[src/rtl/stk_pkg.sv]
// Shared types for the stack push/pop sequencer.
// Assumes: one instruction in flight at a time.
package stk_pkg;

    // Sequencer phases: waiting, moving words, reporting completion
    typedef enum logic [1:0] {
        SEQ_IDLE = 2'd0,
        SEQ_XFER = 2'd1,
        SEQ_DONE = 2'd2
    } seq_state_t;

endpackage

[src/rtl/stk_decode.sv]
// Instruction field decoder: splits the word into direction, extra-register
// flag and register mask, and counts the words the instruction moves.
// Assumes: field positions are supplied as parameters by the parent.
module stk_decode #(
    parameter int IW      = 16,
    parameter int LIST_W  = 8,
    parameter int POP_BIT = 11,
    parameter int EXT_BIT = 8,
    parameter int CNT_W   = 4
) (
    input  logic [IW-1:0]     instr,
    output logic              is_pop,
    output logic              extra,
    output logic [LIST_W-1:0] mask,
    output logic [CNT_W-1:0]  count
);

    assign is_pop = instr[POP_BIT];
    assign extra  = instr[EXT_BIT];
    assign mask   = instr[LIST_W-1:0];

    // Population count of the mask plus the extra register
    always_comb begin
        count = CNT_W'(extra);
        for (int i = 0; i < LIST_W; i++) begin
            count = count + CNT_W'(mask[i]);
        end
    end

endmodule

[src/rtl/stk_pick.sv]
// Lowest-set-bit picker: reports whether any bit of the remaining mask is
// set and the index of the lowest one.
// Assumes: LIST_W is at least 2.
module stk_pick #(
    parameter int LIST_W = 8,
    parameter int SEL_W  = $clog2(LIST_W)
) (
    input  logic [LIST_W-1:0] mask,
    output logic              any,
    output logic [SEL_W-1:0]  idx
);

    // Scan from the top so the lowest set bit wins
    always_comb begin
        any = 1'b0;
        idx = '0;
        for (int i = LIST_W - 1; i >= 0; i--) begin
            if (mask[i]) begin
                any = 1'b1;
                idx = SEL_W'(i);
            end
        end
    end

endmodule

[src/rtl/stk_regfile.sv]
// Register file model with two write ports and two read ports. Port B (stack
// pointer updates) wins over port A when both hit the same entry.
// Assumes: no reset; contents persist across sequencer reset.
module stk_regfile #(
    parameter int NREG   = 16,
    parameter int XLEN   = 32,
    parameter int SP_IDX = 13,
    parameter int IDX_W  = $clog2(NREG)
) (
    input  logic             clk,
    input  logic             a_en,
    input  logic [IDX_W-1:0] a_idx,
    input  logic [XLEN-1:0]  a_data,
    input  logic             b_en,
    input  logic [IDX_W-1:0] b_idx,
    input  logic [XLEN-1:0]  b_data,
    input  logic [IDX_W-1:0] r0_idx,
    output logic [XLEN-1:0]  r0_data,
    input  logic [IDX_W-1:0] r1_idx,
    output logic [XLEN-1:0]  r1_data,
    output logic [XLEN-1:0]  sp_data
);

    logic [XLEN-1:0] regs [NREG];
    logic [NREG-1:0] hit_a;
    logic [NREG-1:0] hit_b;

    // Per-entry write-enable decode
    for (genvar g = 0; g < NREG; g++) begin : g_dec
        assign hit_a[g] = a_en && (a_idx == IDX_W'(g));
        assign hit_b[g] = b_en && (b_idx == IDX_W'(g));
    end

    // Entry update with port B priority
    always_ff @(posedge clk) begin
        for (int i = 0; i < NREG; i++) begin
            if (hit_b[i]) begin
                regs[i] <= b_data;
            end else if (hit_a[i]) begin
                regs[i] <= a_data;
            end
        end
    end

    assign r0_data = regs[r0_idx];
    assign r1_data = regs[r1_idx];
    assign sp_data = regs[SP_IDX];

endmodule

[src/rtl/stk_pushpop.sv]
// Stack multiple-register sequencer. Accepts one push/pop instruction, moves
// one word per memory handshake, keeps the stack pointer in the register file
// model, and signals completion, flush and extra-cycle count.
// Assumes: the stack pointer is word aligned; memory answers every request.
module stk_pushpop
    import stk_pkg::*;
#(
    parameter int XLEN          = 32,
    parameter int NREG          = 16,
    parameter int IW            = 16,
    parameter int LIST_W        = 8,
    parameter int SP_IDX        = 13,
    parameter int LR_IDX        = 14,
    parameter int PC_IDX        = 15,
    parameter int POP_BIT       = 11,
    parameter int EXT_BIT       = 8,
    parameter int CYC_W         = 2,
    parameter int POP_EXTRA_CYC = 1,
    parameter int IDX_W         = $clog2(NREG)
) (
    input  logic             clk,
    input  logic             rst_n,
    input  logic             instr_valid,
    input  logic [IW-1:0]    instr,
    output logic             busy,
    output logic             done,
    output logic             flush,
    output logic [CYC_W-1:0] extra_cyc,
    output logic             mem_req,
    output logic             mem_we,
    output logic [XLEN-1:0]  mem_addr,
    output logic [XLEN-1:0]  mem_wdata,
    input  logic [XLEN-1:0]  mem_rdata,
    input  logic             mem_ready,
    input  logic             rf_wr_en,
    input  logic [IDX_W-1:0] rf_wr_idx,
    input  logic [XLEN-1:0]  rf_wr_data,
    input  logic [IDX_W-1:0] rf_rd_idx,
    output logic [XLEN-1:0]  rf_rd_data
);

    localparam int CNT_W   = $clog2(LIST_W + 2);
    localparam int SEL_W   = $clog2(LIST_W);
    localparam int BYTE_SH = $clog2(XLEN / 8);
    localparam logic [XLEN-1:0] WORD_STEP = XLEN'(XLEN / 8);

    seq_state_t        state_q;
    logic              pop_q;
    logic              extra_q;
    logic [LIST_W-1:0] mask_q;
    logic [XLEN-1:0]   addr_q;
    logic              pc_loaded_q;

    logic              dec_pop;
    logic              dec_extra;
    logic [LIST_W-1:0] dec_mask;
    logic [CNT_W-1:0]  dec_count;
    logic              pick_any;
    logic [SEL_W-1:0]  pick_idx;
    logic [IDX_W-1:0]  cur_idx;
    logic              accept;
    logic              hs;
    logic              last;
    logic [XLEN-1:0]   sp_val;
    logic [XLEN-1:0]   xfer_size;
    logic [XLEN-1:0]   rd_word;

    logic              a_en;
    logic [IDX_W-1:0]  a_idx;
    logic [XLEN-1:0]   a_data;
    logic              b_en;
    logic [XLEN-1:0]   b_data;

    stk_decode #(
        .IW(IW), .LIST_W(LIST_W), .POP_BIT(POP_BIT),
        .EXT_BIT(EXT_BIT), .CNT_W(CNT_W)
    ) dec_i (
        .instr (instr),
        .is_pop(dec_pop),
        .extra (dec_extra),
        .mask  (dec_mask),
        .count (dec_count)
    );

    stk_pick #(.LIST_W(LIST_W), .SEL_W(SEL_W)) pick_i (
        .mask(mask_q),
        .any (pick_any),
        .idx (pick_idx)
    );

    stk_regfile #(
        .NREG(NREG), .XLEN(XLEN), .SP_IDX(SP_IDX), .IDX_W(IDX_W)
    ) rf_i (
        .clk    (clk),
        .a_en   (a_en),
        .a_idx  (a_idx),
        .a_data (a_data),
        .b_en   (b_en),
        .b_idx  (IDX_W'(SP_IDX)),
        .b_data (b_data),
        .r0_idx (cur_idx),
        .r0_data(rd_word),
        .r1_idx (rf_rd_idx),
        .r1_data(rf_rd_data),
        .sp_data(sp_val)
    );

    // Handshake and entry selection for the current word
    always_comb begin
        accept    = (state_q == SEQ_IDLE) && instr_valid;
        hs        = (state_q == SEQ_XFER) && mem_ready;
        xfer_size = XLEN'(dec_count) << BYTE_SH;
        if (pick_any) begin
            cur_idx = IDX_W'(pick_idx);
            last    = ((mask_q & (mask_q - LIST_W'(1))) == '0) && !extra_q;
        end else begin
            cur_idx = pop_q ? IDX_W'(PC_IDX) : IDX_W'(LR_IDX);
            last    = 1'b1;
        end
    end

    // Register-file write steering: loads and side port on A, stack pointer on B
    always_comb begin
        a_en   = 1'b0;
        a_idx  = rf_wr_idx;
        a_data = rf_wr_data;
        if (hs && pop_q) begin
            a_en   = 1'b1;
            a_idx  = cur_idx;
            a_data = (cur_idx == IDX_W'(PC_IDX)) ? (mem_rdata & ~XLEN'(1)) : mem_rdata;
        end else if ((state_q == SEQ_IDLE) && rf_wr_en) begin
            a_en = 1'b1;
        end
        b_en   = 1'b0;
        b_data = sp_val + WORD_STEP;
        if (accept && !dec_pop && (dec_count != '0)) begin
            b_en   = 1'b1;
            b_data = sp_val - xfer_size;
        end else if (hs && pop_q) begin
            b_en = 1'b1;
        end
    end

    // Sequencer state and transfer bookkeeping
    always_ff @(posedge clk) begin
        if (!rst_n) begin
            state_q     <= SEQ_IDLE;
            pc_loaded_q <= 1'b0;
        end else begin
            case (state_q)
                SEQ_IDLE: begin
                    if (accept) begin
                        pop_q       <= dec_pop;
                        extra_q     <= dec_extra;
                        mask_q      <= dec_mask;
                        pc_loaded_q <= 1'b0;
                        addr_q      <= dec_pop ? sp_val : (sp_val - xfer_size);
                        state_q     <= (dec_count == '0) ? SEQ_DONE : SEQ_XFER;
                    end
                end
                SEQ_XFER: begin
                    if (mem_ready) begin
                        addr_q <= addr_q + WORD_STEP;
                        if (pick_any) begin
                            mask_q <= mask_q & (mask_q - LIST_W'(1));
                        end else begin
                            extra_q <= 1'b0;
                        end
                        if (pop_q && (cur_idx == IDX_W'(PC_IDX))) begin
                            pc_loaded_q <= 1'b1;
                        end
                        if (last) begin
                            state_q <= SEQ_DONE;
                        end
                    end
                end
                default: begin
                    state_q <= SEQ_IDLE;
                end
            endcase
        end
    end

    assign busy      = (state_q != SEQ_IDLE);
    assign done      = (state_q == SEQ_DONE);
    assign flush     = done && pc_loaded_q;
    assign extra_cyc = (done && pop_q) ? CYC_W'(POP_EXTRA_CYC) : '0;
    assign mem_req   = (state_q == SEQ_XFER);
    assign mem_we    = !pop_q;
    assign mem_addr  = addr_q;
    assign mem_wdata = rd_word;

endmodule

[config.mk]
export PLATFORM = sky130hd
export DESIGN_NAME = stk_pushpop
export DESIGN_NICKNAME = d
export VERILOG_FILES = /design/src/rtl/stk_pkg.sv /design/src/rtl/stk_decode.sv /design/src/rtl/stk_pick.sv /design/src/rtl/stk_regfile.sv /design/src/rtl/stk_pushpop.sv
export SDC_FILE = /design/constraint.sdc
export NUM_CORES = 1
export LEC_CHECK = 0
export BUFFER_PORTS_ARGS = -buffer_cell sky130_fd_sc_hd__buf_2
export CAP_MARGIN = 0
export CORE_MARGIN = 10
export CORE_UTILIZATION = 60
export DETAILED_ROUTE_END_ITERATION = 8
export GPL_TIMING_DRIVEN = 1
export PLACE_DENSITY_LB_ADDON = 0.08
export RECOVER_POWER = 50
export SYNTH_ARGS = -nofsm -noshare
export SYNTH_HDL_FRONTEND = slang
export SYNTH_SLANG_ARGS = --single-unit
[constraint.sdc]
create_clock -name clk -period 7.3 [get_ports clk]
set_clock_uncertainty 0.2 [all_clocks]
set_input_delay 0.365 -clock clk [delete_from_list [all_inputs] [get_ports clk]]
set_output_delay 0.365 -clock clk [all_outputs]
set_load 0.005 [all_outputs]
# After elaboration in Yosys (flattened, before gate mapping)

Memories as Yosys holds them, arrays and structs flattened.
Cells that the tools add are included.

Register bits after elaboration: 45
Bits in latches: 0
Memory bits (writable): 512
Bits in read-only memories: 0
Input bits: 93
Output and inout port bits: 103
Word-level logic and storage cells: 228
Memories kept: 1

Memories:

| memory    | depth | width | rd ports | clocked after memory_dff | wr ports | RTL line          | RTL |
|---|---|---|---|---|---|---|---|
| rf_i.regs | 16    | 32    | 3        | 0                        | 2        | stk_regfile.sv:24 | `logic [XLEN-1:0] regs [NREG];` |

$add $sub $neg: 12
Multipliers: 0
Divide/modulo/power cells: 0
Order comparisons: 0
Eq/ne operators: 24
Shift operators: 0
Muxes and demuxes: 127
Bitwise gates (word level): 2
Reductions and logical operators: 56

Operator list:

| operator                | number |
|---|---|
| $mux W32                | 20 |
| $reduce_or A32 Y1       | 14 |
| $mux W1                 | 71 |
| $add A32 B3 Y32 const B | 2 |
| $mux W4                 | 16 |
| $pmux W32 S2            | 1 |
| $eq A4 B4 Y1 const B    | 9 |
| $sub A32 B6 Y32         | 1 |
| $add A4 B1 Y4           | 7 |
| $logic_and A1 B1 Y1     | 26 |
| $mux W3                 | 8 |
| $mux W8                 | 3 |
| $eq A4 B3 Y1 const B    | 4 |
| $pmux W8 S2             | 1 |
| $reduce_and A5 Y1       | 2 |
| $and A8 B8 Y8           | 1 |
| $eq A4 B2 Y1 const B    | 2 |
| $logic_not A4 Y1        | 2 |
| $logic_not A8 Y1        | 1 |
| $mux W2                 | 4 |
| $ne A2 B1 Y1 const B    | 4 |
| $reduce_and A4 Y1       | 2 |
| $sub A8 B1 Y8 const B   | 1 |
| $reduce_and A3 Y1       | 2 |
| other kinds (12)        | 17 |

# Logic depth before layout (Yosys ltp)

Gate-level depths: netlist of the first run.

Depth after elaboration: 29
Depth in mapped cells: 19

# Modules after synthesis

From an unflattened synthesis of the first run, not the netlist that was laid out.

Cells, all modules: 2,354
Area, all modules: 34,614.4 um^2

By module, submodules not included:

| module      | times used | cells each | area an instance (um^2) | seq. area each (um^2) |
|---|---|---|---|---|
| stk_regfile | 1          | 1,750      | 29,520.8                | 15,374.7 |
| stk_pushpop | 1          | 556        | 4,727.0                 | 1,321.3 |
| stk_decode  | 1          | 35         | 286.5                   | 0.0 |
| stk_pick    | 1          | 13         | 80.1                    | 0.0 |

# Worst setup path before layout of the first run

OpenSTA, ideal clock, no wires.

Path kind: in2reg
From: input instr[0]
To: memory rf_i.regs[13][11] (data pin)
Library setup time: 271 ps
Arrival time: 4,757 ps
Path slack: 2,072 ps
Cell stages on the path: 18
Buffers on the path: 1
Path through: ha_1 -> inv_1 -> fa_1 -> fa_1 -> fa_1 -> inv_1 -> ha_1 -> fa_1 -> inv_1 -> ha_1 -> nor2b_1 -> o31a_1 -> or3_1 -> clkbuf_1 -> or4_1 -> o31ai_1 -> xnor2_1 -> a21oi_1

RTL lines:

| item               | RTL line          | RTL |
|---|---|---|
| start: declaration | stk_pushpop.sv:24 | `input logic [IW-1:0] instr,` |
| end: declaration   | stk_regfile.sv:24 |  |

# Worst setup path in the final report of the first run

From: register mask_q[0]
To: output mem_wdata[6]

Longest elaborated chain between the ends: 3
Elaborated cells on any way between the ends: 4
Classes of those cells: 3 x mux; 1 x memory

RTL lines:

| item                               | RTL line           | RTL |
|---|---|---|
| start: declaration                 | stk_pushpop.sv:50  | `logic [LIST_W-1:0] mask_q;` |
| start signal: assignment           | stk_pushpop.sv:155 | `mask_q <= dec_mask;` |
| start signal: assignment           | stk_pushpop.sv:165 | `mask_q <= mask_q & (mask_q - LIST_W'(1));` |
| $mux W3 or $mux W1 (tied branches) | stk_pick.sv:18     | `if (mask[i]) begin` |
| $mux W4 (*)                        | stk_pushpop.sv:113 | `if (pick_any) begin` |
| $mem_v2 Z16 W32 (*)                | --                 |  |
| end: declaration                   | stk_pushpop.sv:32  | `output logic [XLEN-1:0] mem_wdata,` |

Mark *: on every way between the ends. The rest lies on a longest branch, timed or not.

==> out/qor.txt, run 1 <==
Run status = finished with violations
Violations in the final reports = capacitance limit, slew limit
Die Span Y = 232 um
CP Buf/Inv Count = 3
Final setup fails = 0
EDFF count, synth = 554
Largest cells by area after synthesis = edfxtp_1 62%, mux4_2 16%, mux2i_1 3.9%, nand2_1 2.6%, xnor2_1 1.4%
Synth Flop Type = edfxtp_1
Initial antenna violation count = 0
Maximum resistive drop on vdd = 227 uV
Synth Cell Area = 27,000 sq um
First-pass GRT wire length = 112 mm
Die ar. = 53,900 sq um
Final Critical Period = 6.45 ns
Sinks on the clock net = 557
CTS root buf = clkbuf_16
Tcrit/Tclk final = 88.4%
Drt pass-1 iters = 6
CP peak stage delay = 0.81 ns
Wirelength per Cell = 30.1 um
Worst EP arrival = 5.89 ns
CP most frequent cell = buf_4
Hold slack = 0.0657 ns
Max Slew Vio Count = 205
Die Wd = 232 um
Post-synth top area cell = edfxtp_1
Final wirelength = 76.3 mm
R2R Path End = pc_loaded_q$_SDFFE_PN0P_
Ports = 196
Count leader, synth = edfxtp_1
Starting Density = 60.8%
Hold Crit Class = input pin to register
RSZ-0062 raised after global routing = false
Worst r2r path cells = 11
Top cell type's share of synthesized area = 61.6%
Antenna cells = 0
Worst setup SP type = register
Power Dens Cells = 273 nW/um^2
Final TNS setup = 0 ns
Vias/cell = 6.85
CP Depth = 10
Post-cts sizing count = 0
CTS tree = built
Worst slew margin = -144%
Slowest-stage cell, CP = mux2_8
Crit-path cells = or4_1, buf_4, or3_1, or3_4, mux2_8, buf_4, mux4_2, a21oi_1, a22oi_1, buf_2
Async set-or-reset flop fraction in the synthesized netlist = 0%
Distinct cell type count after synthesis = 62
NumNets Final = 2,015
Number of global-route vias before repair = 17,439
R2r startpoint = mask_q[0]$_SDFFCE_PP0P_
Cell Rows = 77
Flip-flop and latch area = 16,700 sq um
# fillers = 3,013
Htree depth = 2
Family with the most delay on the worst path = simple AND/OR/NAND/NOR gates
P&R area growth vs syn = 13.0%
Data required, critical path = 6.73 ns
Clock latency on the worst-skew pair = 0.62 ns
Ys Warns = 0
Least-Margin Pin Slew = 3.66 ns
Drt initial violations = 2,120
Final Wtd Congestion = 0.925
Fraction of layout cells with a size suffix above 1 = 23.8%
Final hold violations = 0
Largest net degree at the start of global routing = 66
TritonCTS Buffers = 57
R2R Setup Slk = 1.25 ns
Via count = 17,373
Gr usage total = 28.2%
Remaining DRCs = 0
CTS Buffer Depth = 3
Leakage = 10.2 nW
Post-synth net total = 1,843
Avg Cell Area, Syn = 15.6 sq um
Antenna-violating nets left = 0
Hpwl dp = 46.4 mm
Worst-path maximum fanout = 64
Core Footprint = 44,400 sq um
Reg clk slew, reported paths = 0.06 ns
Overflow after GRT = 0
Max cap viols = 5
Worst Setup SP = mask_q[0]$_SDFFCE_PP0P_
Multi-input logic area = 9830 sq um
Synth Instances = 1,732
Sequential share of the synthesized area = 61.8%
Fmax = 0.155 GHz
CP endpoint kind = output pin
Critical path class = register to output pin
Critical path endpoint = mem_wdata[6]
IO buf count = 188
#FFs+latches synth = 557
Post-synth top cells = 554 x edfxtp_1, 195 x mux4_2, 186 x nand2_1
==> worst min-delay path by stage <==
| stage | startpoint | to | slack (ns) | depth (start not counted) |
|---|---|---|---|---|
| 6_report | mem_ready | state_q[1]$_SDFFE_PN0P_ | 0.07 | 4 |
| 4_1_cts | instr[11] | pop_q$_DFFE_PP_ | 0.005 | 1 |
| 2_1_floorplan | instr_valid | pc_loaded_q$_SDFFE_PN0P_ | 0.26 | 1 |
| 5_1_grt | mem_ready | state_q[1]$_SDFFE_PN0P_ | 0.1 | 4 |
| 3_5_place_dp | pc_loaded_q$_SDFFE_PN0P_ | pc_loaded_q$_SDFFE_PN0P_ | 0.33 | 2 |
| 3_3_place_gp | pc_loaded_q$_SDFFE_PN0P_ | pc_loaded_q$_SDFFE_PN0P_ | 0.31 | 2 |
==> repair_timing <==
action	in CTS	in global routing
hold buffers	13	0
hold endpoints to repair	13	0
setup buffers	0	0
==> registers in the layout, summed over array words and instances (netlist names) <==
register and cells:
extra_q 1, rf_i.regs 512, mask_q 8, mem_addr 32, pop_q 1, state_q 2, pc_loaded_q 1
==> where the power goes <==
group	switching (W)	internal [W]	total, W
Sequential	0.000181	0.00378	0.00396
Combinational	0.000888	0.000601	0.00149
Clock	0.00123	0.00167	0.00290
==> final cells by class <==
class                      count  area share [%]
clock inverter                31            1.12
sequential                   557            54.7
inverter                      29           0.357
multi-input combinational   1022            32.2
tap                          592            2.43
clock buffer                  70            4.90
timing repair buffer         237            4.27
==> metal layers <==
| metal | GRT usage, % | vias to the layer above | share of wire, % |
|---|---|---|---|
| met2 | 45.6 | 1046 | 49 |
| met4 | 7.66 | 0 | 2.1 |
| met3 | 6.05 | 116 | 11 |
| met5 | 0 | - | 0 |
| met1 | 38.3 | 8949 | 38 |
| li1 | - | 7262 | - |
==> through the flow <==
step	cells	worst slack, ns	utilization, %	cell area (sq um)	total power (W)
3_5_place_dp	2424	1.43	64.5	28700	0.00549
6_report	2538	0.845	68.7	30500	0.00835
3_3_place_gp	2424	1.46	64.5	28700	0.00546
4_1_cts	2538	0.931	69.0	30600	0.00837
5_1_grt	2538	0.678	68.7	30500	0.00863
2_1_floorplan	1732	2.07	-	27000	0.00493
==> cell families after synthesis <==
kind of cell	after synthesis	share of synthesized area, %
other	1	0.0139
adders and majority gates	20	1.07
xor gates and xnor gates	76	2.46
buffers and inverters	153	2.29
muxes	302	20.2
and+or+nand+nor	395	6.71
AOI/OAI and AO/OA	228	5.40
DFF	557	61.8
==> layout by cell type (no fill, tap or decap), types with 7 or more instances in the layout <==
master | netlist | routed
dlygate4sd3_1 | 0 | 13
a21oi_1 | 59 | 59
nand4_1 | 13 | 13
clkinv_1 | 1 | 9
o22ai_1 | 10 | 10
nor3_1 | 22 | 22
buf_4 | 1 | 26
edfxtp_1 | 554 | 554
o22a_1 | 23 | 23
mux2i_1 | 104 | 104
xnor2_1 | 44 | 44
nor2_4 | 0 | 15
nor2_1 | 71 | 54
buf_2 | 8 | 127
clkinv_2 | 0 | 8
mux4_2 | 195 | 195
o2bb2ai_1 | 7 | 7
ha_1 | 12 | 12
a2bb2oi_1 | 7 | 7
xor2_1 | 32 | 32
a31oi_1 | 7 | 7
nor4_1 | 16 | 16
o21ai_0 | 57 | 57
clkbuf_1 | 94 | 77
a22oi_1 | 30 | 30
and3_1 | 13 | 13
clkbuf_16 | 0 | 58
inv_1 | 28 | 28
nand3_1 | 26 | 26
nand2_1 | 186 | 186
==> worst register-to-register path, cell delays in order, from the launching register on <==
cell	delay [ns]
edfxtp_1	0.51
or4_1	0.56
buf_4	0.25
or3_1	0.65
nor3_1	0.40
clkbuf_1	1.54
buf_4	0.62
nand2_1	0.25
a21oi_1	0.25
a21oi_1	0.06
a21oi_1	0.13
dlygate4sd3_1	0.57
No activity file was read; power rests on OpenSTA's default activity.
==> run 2, diff against run 1 <==
--- a/config.mk
+++ b/config.mk
@@ -7,7 +7,7 @@
 export LEC_CHECK = 0
 export BUFFER_PORTS_ARGS = -buffer_cell sky130_fd_sc_hd__buf_2
 export CAP_MARGIN = 0
-export CORE_MARGIN = 10
+export CORE_MARGIN = 2
 export CORE_UTILIZATION = 60
 export DETAILED_ROUTE_END_ITERATION = 8
 export GPL_TIMING_DRIVEN = 1
==> run 2 against run 1 <==
Net effect: the flow still finishes with violations (capacitance limit, slew limit); clock-buffer cell count increased by 1; global-route usage increased by 4.3 points; wire length decreased by 1.9%; first-iteration DRC count increased by 7.5%; die area decreased by 13%; register-to-register slack got worse by 0.46 ns; core utilization decreased by 0.085 points; critical path depth decreased by 3; worst setup slack got worse by 0.054 ns; critical endpoint is now rf_i.regs[6][20]$_DFFE_PP_; largest cell class unchanged.
==> out/qor.txt, run 2 (same netlist as run 1, synthesis figures left out) <==
Hold slack = 0.123 ns (+0.0574 ns)
Multi-input logic area = 9840 sq um (about the same)
Antenna cells = 0 (unchanged)
Hold Crit Class = input pin to register
Reg clk slew, reported paths = 0.06 ns (about the same)
Least-Margin Pin Slew = 3.64 ns (-0.0224 ns)
Run status = finished with violations
Worst-path maximum fanout = 40 (-38%)
Power Dens Cells = 269 nW/um^2 (-1.6%)
Gr usage total = 32.5% (+4.3 points)
Largest register FFs = 512 (unchanged)
CTS root buf = clkbuf_16
Worst slew margin = -142% (+1.5 points)
Remaining DRCs = 0 (unchanged)
Number of global-route vias before repair = 17,058 (-2.2%)
P&R area growth vs syn = 12.6%
Final TNS setup = 0 ns (unchanged)
Final wirelength = 74.8 mm (-1.9%)
Starting Density = 61.0% (+0.13 points)
Antenna-violating nets left = 0 (unchanged)
Final Critical Period = 6.51 ns (+0.0540 ns)
Htree depth = 2 (unchanged)
Via count = 17,368 (-0.029%)
Data required, critical path = 7.37 ns (+0.64 ns)
CTS Buffer Depth = 3 (unchanged)
CTS tree = built
Overflow after GRT = 0 (unchanged)
Top reg by flops = rf_i.regs
Family with the most delay on the worst path = buffers and inverters
Vias/cell = 6.83 (-0.19%)
RSZ-0062 raised after global routing = false
Maximum resistive drop on vdd = 263 uV (+16%)
Die Wd = 216 um (-6.9%)
IO buf count = 188 (unchanged)
Final Wtd Congestion = 0.889 (-4.0%)
Tcrit/Tclk final = 89.2% (+0.74 points)
Flip-flop and latch area = 16,700 sq um (unchanged)
Die ar. = 46,700 sq um (-13%)
Commonest non-fill, non-tap cells in the layout = 554 x edfxtp_1, 195 x mux4_2, 185 x nand2_1
NumNets Final = 2,017 (+0.099%)
Drt pass-1 iters = 6 (unchanged)
Ports = 196 (unchanged)
Fmax = 0.154 GHz (-0.83%)
# fillers = 3,065 (+1.7%)
Die Span Y = 216 um (-6.9%)
Largest net degree at the start of global routing = 72 (+9.1%)
CP Buf/Inv Count = 3 (unchanged)
Post-Route Utilization = 68.6% (-0.085 points)
Worst EP arrival = 6.58 ns (+0.69 ns)
Leading cell type in the layout, fill and taps excluded = edfxtp_1
Tot Pwr = 0.00819 W (-1.9%)
Wirelength per Cell = 29.4 um (-2.1%)
Initial antenna violation count = 1 (+1)
Clock latency on the worst-skew pair = 0.61 ns (about the same)
Worst setup SP type = register
Final hold violations = 0 (unchanged)
Core Footprint = 44,300 sq um (-0.22%)
Max Slew Vio Count = 196 (-4.4%)
Leakage = 10.2 nW (+0.47%)
Critical path class = register to register
First-pass GRT wire length = 110 mm (-1.6%)
Violations in the final reports = capacitance limit, slew limit
Cell Rows = 77 (unchanged)
CP peak stage delay = 1.72 ns (+0.91 ns)
Fraction of layout cells with a size suffix above 1 = 25.3% (+1.5 points)
Sinks on the clock net = 557 (unchanged)
Drt initial violations = 2,278 (+7.5%)
Final setup fails = 0 (unchanged)
R2R Setup Slk = 0.79 ns (-0.46 ns)
Max cap viols = 5 (unchanged)
CP endpoint kind = register
Slowest-stage cell, CP = clkbuf_1
Crit-path cells = clkbuf_1, nand4b_1, clkbuf_1, a21oi_1, a21oi_1, nor2_4, buf_4
Hpwl dp = 45.6 mm (-1.9%)
Post-CTS setup buffer count = 0 (unchanged)
TritonCTS Buffers = 57 (unchanged)
[run 2: timing repair]
action / CTS / global route
hold endpoints to repair: 13 / 0
resized for setup: 0 / 0
endpoints found under the setup margin: 0 / 0
hold buffers: 13 / 0
[run 2: worst reg2reg max path: stages, from the launching register on]
cell and delay (ns):
edfxtp_1 1.03, clkbuf_1 1.73, nand4b_1 0.32, clkbuf_1 0.88
a21oi_1 0.42, a21oi_1 0.32, nor2_4 0.77, buf_4 0.50
[run 2: final timing paths]
path / start / end / depth (start not counted)
min reg2reg: mem_addr[2]$_DFFE_PP_ / mem_addr[2]$_DFFE_PP_ / 1
min: mem_ready / state_q[1]$_SDFFE_PN0P_ / 4
max: pop_q$_DFFE_PP_ / rf_i.regs[6][20]$_DFFE_PP_ / 7
max reg2reg: pop_q$_DFFE_PP_ / rf_i.regs[6][20]$_DFFE_PP_ / 7
[run 2: routing by layer]
| layer | GRT usage (%) | wire, um | up-vias | share of wire (%) |
|---|---|---|---|---|
| li1 | - | - | 7254 | - |
| met1 | 47.3 | 29300 | 8922 | 39 |
| met2 | 51.8 | 35800 | 1054 | 48 |
| met3 | 4.73 | 7580 | 138 | 10 |
| met4 | 10.2 | 2220 | 0 | 3.0 |
| met5 | 0 | 0 | - | 0 |
[run 2: through the flow]
stage,setup slack [ns],area [sq um],cells
floorplan,2.07,27000,1732
global placement,1.48,28600,2426
detailed placement,1.44,28600,2426
CTS,0.932,30500,2542
global route,0.606,30400,2542
finish,0.791,30400,2542
[run 2: cell type report]
class	instances	share of cell area, %
inverters	29	0.358
repair buffers	239	4.35
clock buffers	71	4.86
multi-input cells	1022	32.4
well taps	592	2.44
flip-flops and latches	557	54.9
clock inverters	32	0.749
[run 2: power by group]
group          switching [W]  total [W]  leakage [nW]  internal [W]
logic               0.000890    0.00150          4.35      0.000610
clock network        0.00120    0.00273         0.839       0.00153
registers           0.000178    0.00396          5.05       0.00378
==> run 3, diff against run 2 <==
--- a/config.mk
+++ b/config.mk
@@ -5,10 +5,11 @@
 export SDC_FILE = /design/constraint.sdc
 export NUM_CORES = 1
 export LEC_CHECK = 0
+export ABC_AREA = 0
 export BUFFER_PORTS_ARGS = -buffer_cell sky130_fd_sc_hd__buf_2
 export CAP_MARGIN = 0
 export CORE_MARGIN = 2
-export CORE_UTILIZATION = 60
+export CORE_UTILIZATION = 45
 export DETAILED_ROUTE_END_ITERATION = 8
 export GPL_TIMING_DRIVEN = 1
 export PLACE_DENSITY_LB_ADDON = 0.08
==> run 3 against run 2 <==
Net effect: highest routed layer unchanged; non-clock buffer count grew 1; clock-buffer cell count is 10 lower; largest power group unchanged; worst setup slack better by 0.037 ns; final cell count is 7.4% higher; cell area is 2.0% higher; die area increased by 33%; register-to-register slack improved by 0.27 ns; critical path depth rose by 3; core utilization fell by 16 points; clock power increased by 18%; largest cell class unchanged; power up 6.4%; critical path type is now register to output pin; the flow still finishes with violations (capacitance limit, slew limit).
==> out/qor.txt, run 3 (same netlist as run 1, synthesis figures left out) <==
Leakage = 10.4 nW (+1.8%)
Post-CTS setup buffer count = 0 (unchanged)
Wirelength per Cell = 28.9 um (-1.7%)
CP peak stage delay = 0.86 ns (-0.86 ns)
Drt initial violations = 1,573 (-31%)
Hold slack = 0.0563 ns (-0.0668 ns)
Violations in the final reports = capacitance limit, slew limit
Htree depth = 2 (unchanged)
Final hold violations = 0 (unchanged)
Clock latency on the worst-skew pair = 0.62 ns (about the same)
DP Area = 28,900 sq um (+0.83%)
Worst r2r path cells = 5 (-2)
CTS root buf = clkbuf_16
Run status = finished with violations
M1 wire length = 34.4 mm (+17%)
Post-cts sizing count = 0 (unchanged)
Worst EP arrival = 5.91 ns (-0.67 ns)
Ports = 196 (unchanged)
# fillers = 4,922 (+61%)
Hold Crit Class = input pin to register
Die ar. = 62,000 sq um (+33%)
Routed length on met2 = 37.7 mm (+5.3%)
Final setup fails = 0 (unchanged)
Max Slew Vio Count = 206 (+5.1%)
Worst setup margin = 0.828 ns (+0.0367 ns)
Power Dens Cells = 281 nW/um^2 (+4.3%)
NumNets Final = 2,020 (+0.15%)
Die Wd = 249 um (+15%)
Hpwl dp = 48.9 mm (+7.4%)
CP most frequent cell = buf_4
Vias/cell = 6.18 (-9.5%)
Data required, critical path = 6.73 ns (-0.64 ns)
Overflow after GRT = 0 (unchanged)
CTS tree = built
Largest register FFs = 512 (unchanged)
Worst setup SP type = register
Maximum resistive drop on vdd = 242 uV (-7.9%)
DP Worst Slack = 1.35 ns (-0.0922 ns)
Number of global-route vias before repair = 16,928 (-0.76%)
Fmax = 0.155 GHz (+0.57%)
Top layer in use = met4
Final TNS setup = 0 ns (unchanged)
P&R area growth vs syn = 14.9%
First-pass GRT wire length = 115 mm (+4.3%)
Starting Density = 45.6% (-15 points)
Worst Setup SP = mask_q[0]$_SDFFCE_PP0P_
Sinks on the clock net = 557 (unchanged)
Fraction of layout cells with a size suffix above 1 = 26.3% (+0.98 points)
RSZ-0062 raised after global routing = false
Core Footprint = 59,200 sq um (+34%)
Critical path endpoint = mem_wdata[19]
Reg clk slew, reported paths = 0.06 ns (about the same)
Worst-path maximum fanout = 67 (+68%)
Final Critical Period = 6.47 ns (-0.0367 ns)
TritonCTS Buffers = 59 (+3.5%)
Critical path class = register to output pin
Leading cell type in the layout, fill and taps excluded = edfxtp_1
Met3 WL post-DR = 5.32 mm (-30%)
Post-Layout Cell Count = 2,730 (+7.4%)
CTS Buffer Depth = 3 (unchanged)
Top reg by flops = rf_i.regs
Antenna cells = 0 (unchanged)
Gr usage total = 25.4% (-7.2 points)
Final instance area = 31,000 sq um (+2.0%)
Drt pass-1 iters = 7 (+1)
Least-Margin Pin Slew = 3.13 ns (-0.510 ns)
Worst slew margin = -108% (+34 points)
R2r startpoint = pop_q$_DFFE_PP_
Largest net degree at the start of global routing = 97 (+35%)
Initial antenna violation count = 2 (+1)
IO buf count = 188 (unchanged)
Slowest-stage cell, CP = mux2_8
Crit-path cells = or4_1, buf_4, or3_1, or3_4, mux2_8, buf_4, mux4_2, a21oi_1, a22oi_1, buf_2
R2R Setup Slk = 1.06 ns (+0.27 ns)
Final wirelength = 79.0 mm (+5.5%)
Antenna-violating nets left = 0 (unchanged)
Cell Rows = 89 (+16%)
Commonest non-fill, non-tap cells in the layout = 554 x edfxtp_1, 195 x mux4_2, 185 x nand2_1
Final Wtd Congestion = 0.860 (-3.3%)
Tcrit/Tclk final = 88.7% (-0.50 points)
Max cap viols = 5 (unchanged)
Die Span Y = 249 um (+15%)
Placed Cells = 2,608 (+7.5%)
Remaining DRCs = 0 (unchanged)
Via count = 16,874 (-2.8%)
CP endpoint kind = output pin
R2R Path End = rf_i.regs[7][7]$_DFFE_PP_
## run 3: how the worst min path moves through the flow
stage / start / to / slack (ns) / cells after the start
floorplan: instr_valid / pc_loaded_q$_SDFFE_PN0P_ / 0.26 / 1
global placement: pc_loaded_q$_SDFFE_PN0P_ / pc_loaded_q$_SDFFE_PN0P_ / 0.30 / 2
detailed placement: pc_loaded_q$_SDFFE_PN0P_ / pc_loaded_q$_SDFFE_PN0P_ / 0.31 / 2
global route: mem_ready / state_q[1]$_SDFFE_PN0P_ / 0.04 / 4
CTS: mem_ready / state_q[1]$_SDFFE_PN0P_ / 0.02 / 4
finish: mem_ready / state_q[1]$_SDFFE_PN0P_ / 0.06 / 4
## run 3: stage by stage
stage | total power, W | util [%]
after floorplan | 0.00493 | -
after global placement | 0.00550 | 48.7
after detailed placement | 0.00553 | 48.7
after CTS | 0.00875 | 52.5
after global routing | 0.00904 | 52.4
final | 0.00871 | 52.4
## run 3: layout make-up
| class | count | area [sq um] | area share (%) |
|---|---|---|---|
| sequential | 557 | 16700 | 53.8 |
| multi-input combinational | 1022 | 9840 | 31.7 |
| clock inverter | 48 | 602 | 1.94 |
| clock buffer | 61 | 1480 | 4.78 |
| timing repair buffer | 240 | 1330 | 4.29 |
| inverter | 29 | 109 | 0.351 |
| tap | 773 | 967 | 3.12 |
## run 3: timing repair
action	in CTS	in global routing
endpoints found under the hold margin	15	0
setup endpoints to repair	0	0
hold buffers	13	0
## run 3: power by group
group | total [W] | switching, W | internal, W
Combinational | 0.00152 | 0.000906 | 0.000611
Clock | 0.00323 | 0.00130 | 0.00194
Sequential | 0.00396 | 0.000179 | 0.00378
## run 3: per-layer routing
layer / global-route usage [%] / up-vias
li1: - / 7273
met1: 37.1 / 8853
met2: 40.6 / 652
met3: 3.55 / 96
met4: 5.85 / 0
met5: 0 / -
## run 3: critical path, delay by kind of cell (launching register included)
kind / cells / cell delay [ns]
AO/OA/AOI/OAI: 2 / 0.32
flip-flops: 1 / 0.51
multiplexers: 2 / 1.44
buffers and inverters: 3 / 1.10
AND/OR/NAND/NOR: 3 / 1.82
